$ cat src/rtl/spi_irq_status.sv
module spi_irq_status #(
  parameter int DATA_W        = 32,
  parameter int SEL_W         = 2,
  parameter logic [SEL_W-1:0] SEL_CLEAR = '0,
  parameter int EN_TXDONE_POS = 5,
  parameter int EN_RXRDY_POS  = 4,
  parameter int EN_OVF_POS    = 6
) (
  input  logic              clk,
  input  logic              rst_n,
  input  logic              frames_done,
  input  logic              rx_overflow,
  input  logic [DATA_W-1:0] ctrl_reg,
  input  logic              wr_en,
  input  logic [SEL_W-1:0]  wr_sel,
  input  logic [DATA_W-1:0] wr_data,
  output logic [DATA_W-1:0] raw_rd,
  output logic [DATA_W-1:0] masked_rd,
  output logic              irq
);
  localparam int NSRC = 3;

  logic [NSRC-1:0] raw_q;
  logic [NSRC-1:0] set_vec;
  logic [NSRC-1:0] clr_vec;
  logic [NSRC-1:0] enables;
  logic [NSRC-1:0] masked;

  assign set_vec = {rx_overflow, frames_done, frames_done};
  assign clr_vec = (wr_en && wr_sel == SEL_CLEAR) ? wr_data[NSRC-1:0] : '0;
  assign enables = {ctrl_reg[EN_OVF_POS], ctrl_reg[EN_RXRDY_POS], ctrl_reg[EN_TXDONE_POS]};

  always_ff @(posedge clk or negedge rst_n) begin
    if (!rst_n) raw_q <= '0;
    else        raw_q <= (raw_q & ~clr_vec) | set_vec;
  end

  assign masked    = raw_q & enables;
  assign raw_rd    = {{(DATA_W-NSRC){1'b0}}, raw_q};
  assign masked_rd = {{(DATA_W-NSRC){1'b0}}, masked};
  assign irq       = |masked;
endmodule

$ cat config.mk
export PLATFORM = sky130hd
export DESIGN_NAME = spi_irq_status
export DESIGN_NICKNAME = d
export VERILOG_FILES = /design/src/rtl/spi_irq_status.sv
export SDC_FILE = /design/constraint.sdc
export NUM_CORES = 1
export LEC_CHECK = 0
export ABC_AREA = 0
export BUFFER_PORTS_ARGS = -buffer_cell sky130_fd_sc_hd__buf_2
export CORE_MARGIN = 10
export CORE_UTILIZATION = 23
export CTS_BUF_LIST = sky130_fd_sc_hd__clkbuf_2
export CTS_CLUSTER_DIAMETER = 60
export DETAILED_ROUTE_END_ITERATION = 10
export PLACE_DENSITY = 0.87
export SETUP_SLACK_MARGIN = 0.02
export SYNTH_ARGS = -nofsm -noshare
export SYNTH_HDL_FRONTEND = slang
export SYNTH_SLANG_ARGS = --single-unit
export TNS_END_PERCENT = 5
$ cat constraint.sdc
create_clock -name clk -period 0.85 [get_ports clk]
set_input_delay 0.0425 -clock clk [delete_from_list [all_inputs] [get_ports clk]]
set_output_delay 0.0425 -clock clk [all_outputs]
set_load 0.005 [all_outputs]
==> impl_metrics.py <==
metrics = {
    "layout": {
        "final_cell_mix": "conb_1 (58), buf_2 (16), buf_6 (5)",
        "regMostFlops": "raw_q",
        "top_regs": "raw_q: 3 flops",
        "final_common_cell": "conb_1",
        "final_area_um2": 600.6,
        "drive_gt1_share_pct": 28.16,
        "areaGrowthSynthToFinish_pct": 0.4183,
        "diodes": 0,
        "largest_reg_flops": 3,
        "finalNonFillerCells": 133,
        "nets": 175,
    },
    "floorplanning": {
        "dieArea_mm2": 0.005040,
        "num_rows": 18,
        "die_w_um": 71.00,
        "fp.dieH_um": 71.00,
        "core_region_area_mm2": 0.002477,
        "ios": 136,
        "initial_core_util_pct": 24.14,
    },
    "routing": {
        "viasPerCell": 2.820,
        "drt-total-wl_mm": 1.585,
        "postRouteAntennaNets": 0,
        "routedWlPerCell_um": 11.92,
        "drtPass1Iterations": 2,
        "vias": 375,
        "first_iter_violations": 11,
        "drc": 0,
    },
    "global_routing": {
        "grt_pass1_vias": 442,
        "grt_pass1_wl_mm": 2.228,
        "antenna_found_initial": 0,
        "gr-usage-all-layers_pct": 5.577,
        "grt_max_degree": 4,
        "overflow": 0,
    },
    "sta": {
        "setup_viol": 7,
        "fin_crit_sh_pct": 130.0,
        "timing.final.hold_violations": 0,
        "tns_ns": -0.8018,
        "rsz0062_at_grt": "yes",
        "slew_violations": 0,
        "min_period_ns": 1.105,
        "fin_skew_ns": 0,
        "fmax_mhz": 904.9,
        "worst_slack_ns": -0.2551,
    },
    "pwr": {
        "ir_drop_mv": 0.3817,
        "clkPwrFrac_pct": 37.3,
        "seq_power_share_pct": 28.8,
        "pwr_density_cell_mw_per_mm2": 880.7,
        "total_leakage_power_nw": 0.3697,
        "comb_power_share_pct": 33.9,
        "p_switching_mw": 0.1881,
        "intPower_mw": 0.3408,
        "p_total_mw": 0.5290,
        "p_sw_share_pct": 35.57,
    },
    "clock_network": {
        "cts_root_buf": "clkbuf_2",
        "tritoncts": "done",
        "cts_sinks": 3,
        "clkLatencyLatePin_ns": 0.20,
        "cts.path.max_buffers": 2,
        "clkSlewWorstSetupHoldPaths_ns": 0.04,
        "postCtsSetupBuffers": 0,
        "cts_buffers": 3,
        "htree_levels": 1,
    },
    "yosys": {
        "ys_types": 10,
        "ys_seq_elements": 3,
        "synthesis.area_um2": 598.1,
        "ys_warn_count": 0,
        "syn_inst": 76,
        "syn_avg_cell_area_um2": 7.869,
        "ys_seq_area_share_pct": 12.55,
    },
    "critical_path": {
        "path_class": "reg2out",
        "worst_setup_path_start_kind": "flop",
        "required_ns": 0.81,
        "endpoint_kind": "output pin",
        "critPathMaxFanout": 2,
        "cp.arrival_ns": 1.06,
    },
    "place": {
        "dpl-instance-area_um2": 531.8,
        "gp_congestion": 0.5508,
        "placement.io_buffers": 19,
        "post-dp-hpwl_mm": 1.466,
        "dp_cells": 127,
    },
    "status": {
        "outcome": "finished, violations left",
        "violations": "negative setup slack",
    },
    "hold_path": {
        "hold_path_class": "in2reg",
    },
    "flow_run": {
        "cap_violations": 0,
    },
}
-- worst max-delay path, stage by stage, from the launching register on --
cell and delay, ns:
dfrtp_1 0.37, a222oi_1 0.30, inv_1 0.06, buf_2 0.13
-- power by group through the flow --
stage / Combinational, mW / Sequential, mW / Clock, mW
2_1_floorplan: 0.271 / 0.155 / 0
3_3_place_gp: 0.141 / 0.153 / 0
3_5_place_dp: 0.143 / 0.154 / 0
4_1_cts: 0.158 / 0.152 / 0.215
5_1_grt: 0.208 / 0.152 / 0.241
6_report: 0.179 / 0.152 / 0.197
-- Yosys cell counts (all sizes together) --
library cell  instances  area (µm²)
a222oi                1       10.01
a31oi                 3       18.77
and2                  3       20.02
buf                  58       435.4
conb                  1       3.750
dfrtp                 3       75.07
inv                   3       11.26
nor2                  3       11.26
nor3b                 1       12.51
-- metal layers --
layer / up-vias / track usage, % / routed length, µm
li1: 173 / - / -
met1: 151 / 5.408 / 550
met2: 49 / 6.924 / 676
met3: 2 / 6.276 / 345
met4: 0 / 3.226 / 12
met5: - / 0 / 0
-- per-stage QoR --
stage	hold WS (ns)	util (%)	worst slack, ns
final	0.04728	24.24	-0.2551
after global routing	0.007485	24.24	-0.3597
after CTS	0.02936	23.89	-0.2828
after detailed placement	-0.1567	21.46	-0.04051
after global placement	-0.1607	21.46	-0.05486
after floorplan	-0.2531	-	0.04356
-- cell type report --
class / instances / area [µm²]
repair buffers: 24 / 163.9
well taps: 30 / 37.54
inverters: 3 / 11.26
clock buffers: 4 / 20.02
flip-flops and latches: 3 / 75.07
fillers: 291 / 1877
multi-input cells: 69 / 292.8
-- final timing paths --
check | end | slack [ns] | cells past startpoint | startpoint
worst max-delay path | irq | -0.26 | 3 | raw_q[0]$_DFF_PN0_
worst min-delay path | raw_q[2]$_DFF_PN0_ | 0.05 | 2 | wr_data[2]
worst max register to register | raw_q[0]$_DFF_PN0_ | 0.05 | 3 | raw_q[0]$_DFF_PN0_
worst min register to register | raw_q[2]$_DFF_PN0_ | 0.70 | 3 | raw_q[2]$_DFF_PN0_
max in group asynchronous | raw_q[0]$_DFF_PN0_ | 0.54 | 2 | rst_n
min in group asynchronous | raw_q[2]$_DFF_PN0_ | 0.20 | 2 | rst_n
-- kinds of logic after synthesis --
group,Yosys count,share of synthesized area [%]
other,1,0.6270
AND/OR/NAND/NOR,7,7.322
flip-flops,3,12.55
buffers and inverters,61,74.69
AO/OA/AOI/OAI,4,4.812
-- timing repair --
item,CTS,global route
endpoints found under the setup margin,7,8
resized for setup,4,2
endpoints found under the hold margin,4,0
gates cloned,0,0
hold buffers,2,0
pin swaps,2,0
Power figures use the tool's default switching activity.
